==> src/rtl/ftt_pkg.sv <==
package ftt_pkg;

    typedef enum logic [0:0] {
        TMR_IDLE = 1'b0,
        TMR_RUN  = 1'b1
    } tmr_state_e;

    typedef struct packed {
        logic [2:0] tx_trig;
        logic [2:0] rx_trig;
        logic       tx_flush;
        logic       rx_flush;
        logic       enable;
    } fifo_cfg_t;

    localparam int CFG_W = $bits(fifo_cfg_t);

    function automatic int unsigned chan_factor(input int unsigned ch);
        case (ch)
            0:       return 32;
            1, 4:    return 8;
            2, 3:    return 2;
            default: return 0;
        endcase
    endfunction

endpackage

==> src/rtl/ftt_fifo.sv <==
module ftt_fifo #(
    parameter int DEPTH  = 16,
    parameter int DATA_W = 8,
    localparam int PTR_W = (DEPTH > 1) ? $clog2(DEPTH) : 1,
    localparam int CNT_W = PTR_W + 1
) (
    input  logic              clk,
    input  logic              rst_n,
    input  logic              flush,
    input  logic              single,
    input  logic              push,
    input  logic [DATA_W-1:0] din,
    input  logic              pop,
    output logic [DATA_W-1:0] dout,
    output logic [CNT_W-1:0]  count
);

    localparam logic [PTR_W-1:0] LAST    = PTR_W'(DEPTH - 1);
    localparam logic [CNT_W-1:0] DEPTH_C = CNT_W'(DEPTH);

    logic [DATA_W-1:0] mem [DEPTH];
    logic [PTR_W-1:0]  wr_ptr, rd_ptr;
    logic              full, empty, do_push, do_pop;

    function automatic logic [PTR_W-1:0] step(input logic [PTR_W-1:0] p);
        return (p == LAST) ? '0 : p + 1'b1;
    endfunction

    assign empty   = (count == '0);
    assign full    = single ? !empty : (count == DEPTH_C);
    assign do_push = push && !full && !flush;
    assign do_pop  = pop && !empty && !flush;
    assign dout    = empty ? '0 : mem[rd_ptr];

    always_ff @(posedge clk) begin
        if (do_push) begin
            mem[wr_ptr] <= din;
        end
    end

    always_ff @(posedge clk or negedge rst_n) begin
        if (!rst_n) begin
            wr_ptr <= '0;
            rd_ptr <= '0;
            count  <= '0;
        end else if (flush) begin
            wr_ptr <= '0;
            rd_ptr <= '0;
            count  <= '0;
        end else begin
            if (do_push) begin
                wr_ptr <= step(wr_ptr);
            end
            if (do_pop) begin
                rd_ptr <= step(rd_ptr);
            end
            unique case ({do_push, do_pop})
                2'b10:   count <= count + 1'b1;
                2'b01:   count <= count - 1'b1;
                default: count <= count;
            endcase
        end
    end

endmodule

==> src/rtl/ftt_thresh.sv <==
module ftt_thresh #(
    parameter int CHANNEL = 0,
    parameter int CNT_W   = 5,
    parameter int LVL_W   = 9
) (
    input  logic             fifo_en,
    input  logic [2:0]       rx_trig,
    input  logic [2:0]       tx_trig,
    input  logic             tmo_en,
    input  logic             tmo_status,
    input  logic [CNT_W-1:0] rx_count,
    input  logic [CNT_W-1:0] tx_count,
    output logic             rx_lvl_hit,
    output logic             rx_req,
    output logic             tx_req
);

    import ftt_pkg::*;

    localparam int unsigned FACTOR = chan_factor(CHANNEL);
    localparam logic [LVL_W-1:0] FACT_C = LVL_W'(FACTOR);

    logic [LVL_W-1:0] rx_lvl, tx_lvl, rx_cnt_x, tx_cnt_x;

    assign tx_lvl   = LVL_W'(tx_trig) * FACT_C;
    assign rx_lvl   = (LVL_W'(rx_trig) + 1'b1) * FACT_C;
    assign rx_cnt_x = LVL_W'(rx_count);
    assign tx_cnt_x = LVL_W'(tx_count);

    assign rx_lvl_hit = fifo_en && (rx_cnt_x >= rx_lvl);

    always_comb begin
        if (fifo_en) begin
            rx_req = rx_lvl_hit || ((rx_count != '0) && !tmo_en) || tmo_status;
            tx_req = (tx_cnt_x <= tx_lvl);
        end else begin
            rx_req = (rx_count != '0) || tmo_status;
            tx_req = (tx_count == '0);
        end
    end

endmodule

==> src/rtl/ftt_rx_timer.sv <==
module ftt_rx_timer #(
    parameter int TMO_W = 4
) (
    input  logic             clk,
    input  logic             rst_n,
    input  logic             arm_ok,
    input  logic             rx_push,
    input  logic             lvl_hit,
    input  logic             word_tick,
    input  logic [TMO_W-1:0] chars,
    input  logic             has_data,
    input  logic             force_set,
    input  logic             clr,
    output logic             tmo_status,
    output logic             running
);

    import ftt_pkg::*;

    tmr_state_e       state, nxt;
    logic [TMO_W-1:0] cnt;
    logic             load, dec, fire;

    always_ff @(posedge clk or negedge rst_n) begin
        if (!rst_n) begin
            state <= TMR_IDLE;
        end else begin
            state <= nxt;
        end
    end

    always_comb begin
        nxt  = state;
        load = 1'b0;
        dec  = 1'b0;
        fire = 1'b0;
        unique case (state)
            TMR_IDLE: begin
                if (rx_push && arm_ok && !lvl_hit) begin
                    nxt  = TMR_RUN;
                    load = 1'b1;
                end
            end
            TMR_RUN: begin
                if (!arm_ok || lvl_hit) begin
                    nxt = TMR_IDLE;
                end else if (rx_push) begin
                    load = 1'b1;
                end else if (word_tick) begin
                    if (cnt <= TMO_W'(1)) begin
                        fire = 1'b1;
                        nxt  = TMR_IDLE;
                    end else begin
                        dec = 1'b1;
                    end
                end
            end
            default: nxt = TMR_IDLE;
        endcase
    end

    always_ff @(posedge clk or negedge rst_n) begin
        if (!rst_n) begin
            cnt        <= '0;
            tmo_status <= 1'b0;
        end else begin
            if (load) begin
                cnt <= chars;
            end else if (dec) begin
                cnt <= cnt - 1'b1;
            end
            if (fire && (has_data || force_set)) begin
                tmo_status <= 1'b1;
            end else if (clr) begin
                tmo_status <= 1'b0;
            end
        end
    end

    assign running = (state == TMR_RUN);

endmodule

==> src/rtl/ftt_ctrl.sv <==
module ftt_ctrl #(
    parameter int DEPTH   = 16,
    parameter int CHANNEL = 0,
    parameter int DATA_W  = 8,
    parameter int TMO_W   = 4,
    localparam int CNT_W  = ((DEPTH > 1) ? $clog2(DEPTH) : 1) + 1
) (
    input  logic                 clk,
    input  logic                 rst_n,
    input  logic                 cfg_we,
    input  logic [8:0]           cfg_wdata,
    output logic [8:0]           cfg_rdata,
    input  logic [1:0]           rx_mode,
    input  logic                 tmo_en,
    input  logic                 tmo_force,
    input  logic [TMO_W-1:0]     tmo_chars,
    input  logic                 word_tick,
    input  logic                 rx_push,
    input  logic [DATA_W-1:0]    rx_din,
    input  logic                 rx_pop,
    output logic [DATA_W-1:0]    rx_dout,
    output logic [CNT_W-1:0]     rx_count,
    input  logic                 tx_push,
    input  logic [DATA_W-1:0]    tx_din,
    input  logic                 tx_pop,
    output logic [DATA_W-1:0]    tx_dout,
    output logic [CNT_W-1:0]     tx_count,
    input  logic                 tmo_clr,
    output logic                 rx_timeout,
    output logic                 rx_req,
    output logic                 tx_req,
    output logic                 dma_busy
);

    import ftt_pkg::*;

    localparam int LVL_W = (CNT_W > 9) ? CNT_W : 9;
    localparam logic [1:0] MODE_DMA = 2'd2;

    fifo_cfg_t cfg_w, cfg_q;
    logic      rx_flush, tx_flush, rx_lvl_hit, tmr_run;

    assign cfg_w     = fifo_cfg_t'(cfg_wdata);
    assign rx_flush  = cfg_we && cfg_w.rx_flush;
    assign tx_flush  = cfg_we && cfg_w.tx_flush;
    assign cfg_rdata = cfg_q;

    always_ff @(posedge clk or negedge rst_n) begin
        if (!rst_n) begin
            cfg_q <= '0;
        end else if (cfg_we) begin
            cfg_q <= '{tx_trig:  cfg_w.tx_trig,
                       rx_trig:  cfg_w.rx_trig,
                       tx_flush: 1'b0,
                       rx_flush: 1'b0,
                       enable:   cfg_w.enable};
        end
    end

    ftt_fifo #(.DEPTH(DEPTH), .DATA_W(DATA_W)) u_rx_fifo (
        .clk(clk), .rst_n(rst_n), .flush(rx_flush), .single(!cfg_q.enable),
        .push(rx_push), .din(rx_din), .pop(rx_pop),
        .dout(rx_dout), .count(rx_count)
    );

    ftt_fifo #(.DEPTH(DEPTH), .DATA_W(DATA_W)) u_tx_fifo (
        .clk(clk), .rst_n(rst_n), .flush(tx_flush), .single(!cfg_q.enable),
        .push(tx_push), .din(tx_din), .pop(tx_pop),
        .dout(tx_dout), .count(tx_count)
    );

    ftt_thresh #(.CHANNEL(CHANNEL), .CNT_W(CNT_W), .LVL_W(LVL_W)) u_thresh (
        .fifo_en(cfg_q.enable), .rx_trig(cfg_q.rx_trig), .tx_trig(cfg_q.tx_trig),
        .tmo_en(tmo_en), .tmo_status(rx_timeout),
        .rx_count(rx_count), .tx_count(tx_count),
        .rx_lvl_hit(rx_lvl_hit), .rx_req(rx_req), .tx_req(tx_req)
    );

    ftt_rx_timer #(.TMO_W(TMO_W)) u_timer (
        .clk(clk), .rst_n(rst_n),
        .arm_ok(cfg_q.enable && tmo_en), .rx_push(rx_push),
        .lvl_hit(rx_lvl_hit), .word_tick(word_tick), .chars(tmo_chars),
        .has_data(rx_count != '0), .force_set(tmo_force), .clr(tmo_clr),
        .tmo_status(rx_timeout), .running(tmr_run)
    );

    assign dma_busy = (rx_mode == MODE_DMA) && (rx_count == '0);

endmodule

==> config.mk <==
export PLATFORM = sky130hd
export DESIGN_NAME = ftt_ctrl
export DESIGN_NICKNAME = d
export VERILOG_FILES = /design/src/rtl/ftt_pkg.sv /design/src/rtl/ftt_fifo.sv /design/src/rtl/ftt_thresh.sv /design/src/rtl/ftt_rx_timer.sv /design/src/rtl/ftt_ctrl.sv
export SDC_FILE = /design/constraint.sdc
export NUM_CORES = 1
export LEC_CHECK = 0
export BUFFER_PORTS_ARGS = -buffer_cell sky130_fd_sc_hd__buf_2
export CAP_MARGIN = 20
export CORE_MARGIN = 2
export CORE_UTILIZATION = 54
export CTS_CLUSTER_DIAMETER = 150
export DETAILED_ROUTE_END_ITERATION = 16
export GPL_TIMING_DRIVEN = 0
export HOLD_SLACK_MARGIN = 0.05
export PLACE_DENSITY = 0.72
export SLEW_MARGIN = 20
export SYNTH_ARGS = -nofsm -noshare
export SYNTH_HDL_FRONTEND = slang
export SYNTH_SLANG_ARGS = --single-unit
export TNS_END_PERCENT = 10
==> constraint.sdc <==
create_clock -name clk -period 3.2 [get_ports clk]
set_input_delay 0.32 -clock clk [delete_from_list [all_inputs] [get_ports clk]]
set_output_delay 0.32 -clock clk [all_outputs]
set_load 0.03 [all_outputs]
==> metrics.cfg, run 1 <==
[placement]
dp_hpwl_microns = 17300
gp_congestion = 0.857
preCtsSetupSlack_ns = 0.0141
dp.cells = 1073
portBuffers = 77

[clock_network]
cts_tree = built
insertion_delay_ns = 0.54
cts-root-buf = clkbuf_16
clockBufferDepth = 3
htree_levels = 1
clkTransAtPathRegs_ns = 0.06
cts_num_sinks = 295
cts_buffers = 29

[layout]
final-seq-area_sq_um = 8660
finalNonFillerCells = 1139
multiInputGateArea_sq_um = 3680
filler_cell_count = 1584
drive_gt1_frac = 0.303
num-nets-final = 891
synthToLayoutAreaGrowth_pct = 15.6
diodes = 0

[worst_setup_path]
cp_max_fo = 10
crit_path_start_kind = register
critical_path_required_ns = 2.88
worstReg2RegStart = u_tx_fifo.count[1]
r2r_cells = 6
worst-setup-path-type = register to primary output
endpoint_kind = primary output
cp_num_buf_inv = 3
path_cells = buf_4, buf_4, mux4_2, mux4_2, and2b_1, buf_2
crit_start = u_tx_fifo.rd_ptr[0]
arrival_ns = 2.80
crit_family = multiplexers
cp_slowest_stage_delay_ns = 0.59
slowest_stage = mux4_2
cp.depth = 6

[synth]
ys_async_sr_fraction = 0.132
yosysSeqAreaShare = 0.691
synth-seq-cells = 295
synth_largest_area_cell = edfxtp_1
synth_cell_types = 62
synth_flop_cell = edfxtp_1
synthTopCellsByArea = edfxtp_1 (61%), mux4_2 (14%), dfrtp_1 (7.8%)
yosysTopAreaCellShare = 0.613
syn_inst = 702
netlist_area_sq_um = 12500
yosysWarnings = 0
synth_edf_count = 256
syn-mean-instance-area_sq_um = 17.9

[power]
finalPower_mw = 11.6
p_leak_nw = 5.02
ir_drop_uv = 534
power.density_nw_per_um2 = 797

[global_route]
grt.met3_usage = 0.0285
met2_usage = 0.369
globalRouteOverflowTotal = 0
use_met1 = 0.283
antenna_found_initial = 0
grt_pass1_vias = 7022
gr-max-usage-layer = met2
grt_usage = 0.212
grt_max_degree = 40
grt_pass1_wl_microns = 39600

[floorplanning]
core_area_sq_um = 22700
num_rows = 55
num_io_pins = 81
initial_core_util = 0.552
die_w_microns = 156
dieArea_sq_um = 24500
die_h_microns = 156

[sta]
setup_viol = 0
slew_headroom = 0.365
post-route-period-util = 0.974
slew_violations = 0
timing.hold.ws_ns = 0.0768
worst_pin_slew_ns = 0.950
max_clock_freq_mhz = 321
setup_slack_ns = 0.0846
rsz0062_at_grt = yes
hold_viol = 0
finClkSkew_ns = 0.00837
period_needed_ns = 3.12

[worst_hold_path]
hold_path_class = primary input to register
hold_depth = 3
hold_start = tmo_force

[routing]
drt-total-wl_microns = 25200
dr.pass1.iters = 7
via_per_inst = 6.04
drtIter0Drc = 462
ant_nets = 0
vias = 6876
avgRoutedWirePerCell_microns = 22.2
drc = 0

[run_status]
outcome = finished, final reports clean

[flow_run]
maxCapViolCount = 0

## placed cells by master (no fill, tap or decap), types with 10 or more instances in the layout
master / n
a21oi_1: 19
and2_1: 20
buf_2: 84
buf_4: 12
clkbuf_1: 20
clkbuf_16: 29
dfrtp_1: 39
dlygate4sd3_1: 13
edfxtp_1: 256
ha_1: 18
inv_1: 16
mux2i_1: 11
mux4_2: 80
nand2_1: 20
nand3_1: 21
nor2_1: 39
nor3_1: 12
o21ai_0: 10
## tightest hold or removal path, cell delays in order
cell	delay, ns
buf_2	0.10
nor2_1	0.09
o41ai_1	0.08
## logic make-up (layout without fill, tap and decap cells)
group,Yosys count,count (layout),synth area share
mux,98,98,0.159
buf+inv,56,207,0.0200
flops,295,295,0.691
simple gates,157,157,0.0671
compound gates,66,66,0.0374
other cells,1,2,0.000299
fa+ha+maj,18,18,0.0180
xor+xnor,11,11,0.00768
## flip-flops by register name, summed over array words and instances, names as in the netlist, 4 cells and up
signal,count
u_rx_fifo.count,5
u_tx_fifo.mem,128
cfg_rdata,7
u_tx_fifo.count,5
u_rx_fifo.rd_ptr,4
u_tx_fifo.rd_ptr,4
u_timer.cnt,4
u_rx_fifo.wr_ptr,4
u_tx_fifo.wr_ptr,4
u_rx_fifo.mem,128
## power breakdown
part	leakage (nW)	switching, mW	internal (mW)
Sequential	2.80	0.210	4.42
Combinational	1.76	2.04	1.53
Clock	0.462	1.37	1.98
## path summary, 6_finish.rpt
kind                                       endpoint  slack, ns
worst max register to register  u_tx_fifo.mem[8][6]       0.09
min in group asynchronous        u_tx_fifo.count[2]       0.45
worst min register to register         cfg_rdata[6]       0.54
max in group asynchronous       u_rx_fifo.wr_ptr[1]       2.17
worst max-delay path                     tx_dout[1]       0.08
worst min-delay path             u_timer.tmo_status       0.08
## stage by stage
step,utilization,setup TNS (ns),area (sq um)
final,0.638,0,14500
after floorplan,-,0,12500
after detailed placement,0.589,0,13400
after CTS,0.638,0,14500
after global routing,0.638,-0.464,14500
after global placement,0.585,-11.31,13300
## timing repair
item,in CTS,in global routing
resized for setup,20,3
endpoints found under the setup margin,17,41
endpoints found under the hold margin,51,0
hold buffers,13,0
buffers inserted,0,0
## layout make-up
| class | instances | area share |
|---|---|---|
| sequential | 295 | 0.598 |
| multi-input combinational | 352 | 0.254 |
| clock buffer | 34 | 0.0514 |
| timing repair buffer | 98 | 0.0390 |
| tap | 285 | 0.0246 |
| buffer | 39 | 0.0160 |
| clock inverter | 20 | 0.0133 |
| inverter | 16 | 0.00414 |
## Yosys cell counts (3+ instances only)
cell type / n
xnor2_1: 5
nand2b_1: 3
or3_1: 5
nand2_1: 20
nor3_1: 16
nor2_1: 40
mux2i_1: 11
buf_4: 3
xor2_1: 6
mux4_2: 80
clkbuf_1: 23
buf_2: 11
a21oi_1: 19
edfxtp_1: 256
ha_1: 18
and2b_1: 7
and2_1: 20
nand3_1: 21
mux2_2: 7
dfrtp_1: 39
nor4_1: 9
o211ai_1: 3
o21ai_0: 11
inv_1: 16
## per-layer routing
layer  up-vias  share of wire
met4         0          0.028
met1      3553           0.41
met3        52          0.041
met2       198           0.52
li1       3073              -
met5         -              0
No activity file was read; power rests on OpenSTA's default activity.
==> inputs of run 2 (changes only) <==
--- a/config.mk
+++ b/config.mk
@@ -8,12 +8,11 @@
 export BUFFER_PORTS_ARGS = -buffer_cell sky130_fd_sc_hd__buf_2
 export CAP_MARGIN = 20
 export CORE_MARGIN = 2
-export CORE_UTILIZATION = 54
+export CORE_UTILIZATION = 44
 export CTS_CLUSTER_DIAMETER = 150
 export DETAILED_ROUTE_END_ITERATION = 16
 export GPL_TIMING_DRIVEN = 0
 export HOLD_SLACK_MARGIN = 0.05
-export PLACE_DENSITY = 0.72
 export SLEW_MARGIN = 20
 export SYNTH_ARGS = -nofsm -noshare
 export SYNTH_HDL_FRONTEND = slang
==> metrics.cfg, run 2 (synthesis gave the netlist of run 1 again) <==
[run_status]
outcome = finished, final reports clean

[routing]
drt-total-wl_microns = 26800
ant_nets = 0
vias = 6858
drtIter0Drc = 610
avgRoutedWirePerCell_microns = 21.9
via_per_inst = 5.58
dr.pass1.iters = 5
drc = 0

[clock_network]
htree_levels = 1
cts_num_sinks = 295
cts-root-buf = clkbuf_16
cts_tree = built
clockBufferDepth = 3
cts_buffers = 30
insertion_delay_ns = 0.56
clkTransAtPathRegs_ns = 0.06

[worst_setup_path]
worst-setup-path-type = register to primary output
path_cells = buf_4, buf_4, mux4_2, mux4_2, and2_1, buf_2
rr_endpoint = u_tx_fifo.count[4]
cp_max_fo = 10
worstReg2RegStart = u_tx_fifo.count[1]
slowest_stage = mux4_2
critical_path_required_ns = 2.88
arrival_ns = 2.87
r2r_slack_ns = 0.21
crit_path_end = rx_dout[1]
endpoint_kind = primary output
crit_path_start_kind = register
crit_start = u_rx_fifo.rd_ptr[0]
cp_slowest_stage_delay_ns = 0.57
r2r_cells = 11

[sta]
setup_slack_ns = 0.00569
worst_pin_slew_ns = 0.942
setup_viol = 0
post-route-period-util = 0.998
slew_headroom = 0.370
hold_viol = 0
slew_violations = 0
period_needed_ns = 3.19
max_clock_freq_mhz = 313
timing.hold.ws_ns = 0.0848
finClkSkew_ns = 0.0202
setup_tns_ns = 0
rsz0062_at_grt = yes

[layout]
drive_gt1_frac = 0.309
synthToLayoutAreaGrowth_pct = 16.4
final_cell_mix = edfxtp_1 (256), buf_2 (83), mux4_2 (80)
finalNonFillerCells = 1228
diodes = 0
num-nets-final = 887
final_util = 0.522
layout_commonest_cell = edfxtp_1

[global_route]
grt_pass1_wl_microns = 41700
grt_usage = 0.180
grt_max_degree = 40
antenna_found_initial = 0
grt_pass1_vias = 7138
globalRouteOverflowTotal = 0

[floorplanning]
initial_core_util = 0.449
num_rows = 61
die_h_microns = 173
num_io_pins = 81
dieArea_sq_um = 29900
core_area_sq_um = 27900
die_w_microns = 173

[placement]
gp_congestion = 0.852
dp.cells = 1162
dp_hpwl_microns = 18000
portBuffers = 77
preCtsSetupSlack_ns = -0.00510

[power]
p_leak_nw = 4.99
ir_drop_uv = 629
power.density_nw_per_um2 = 793

[worst_hold_path]
hold_path_class = primary input to register
hold_start = tmo_en

[flow_run]
maxCapViolCount = 0

run 2: worst min path at each step:
stage	end	cells after the start	slack (ns)
6_report	u_timer.running	3	0.08
5_1_grt	u_timer.running	3	0.07
3_3_place_gp	u_timer.tmo_status	1	0.49
4_1_cts	u_timer.running	3	0.05
3_5_place_dp	u_timer.tmo_status	2	0.50
2_1_floorplan	cfg_rdata[0]	0	0.02
run 2: critical path, delay by kind of cell (launching register included):
| family | cells | cell delay (ns) |
|---|---|---|
| AND/OR/NAND/NOR | 1 | 0.23 |
| buffers and inverters | 3 | 0.67 |
| multiplexers | 2 | 1.06 |
| flip-flops | 1 | 0.36 |
run 2: layout make-up:
cell class | count | area (sq um)
multi-input cells | 352 | 3690
clock buffers | 37 | 798
inverters | 16 | 60.1
fillers | 2297 | 13300
well taps | 378 | 473
repair buffers | 94 | 538
flip-flops and latches | 295 | 8660
clock inverters | 18 | 148
plain buffers | 38 | 221
run 2: repair_timing:
action                                 in CTS  in global routing
hold buffers                               13                  0
endpoints found under the hold margin      51                  0
setup buffers                               0                  0
pin swaps                                   0                  0
setup endpoints to repair                  42                 42
gates resized for setup                    17                  6
run 2: stage by stage:
step                cell area, sq um  power (mW)
floorplan                      12500        7.24
global placement               13400        8.16
detailed placement             13500        8.27
CTS                            14600        11.7
global route                   14600        12.1
finish                         14600        11.6
run 2: power breakdown:
group	internal, mW	total (mW)	switching [mW]
Clock	1.93	3.34	1.41
Combinational	1.52	3.58	2.06
Sequential	4.43	4.65	0.227
Total	7.87	11.6	3.69
run 2: metal layers:
| layer | GRT usage | wire length [microns] | vias up |
|---|---|---|---|
| met5 | 0 | 0 | - |
| met4 | 0.0431 | 450 | 0 |
| met1 | 0.240 | 11200 | 3549 |
| li1 | - | - | 3067 |
| met3 | 0.0328 | 1600 | 34 |
| met2 | 0.310 | 13600 | 208 |
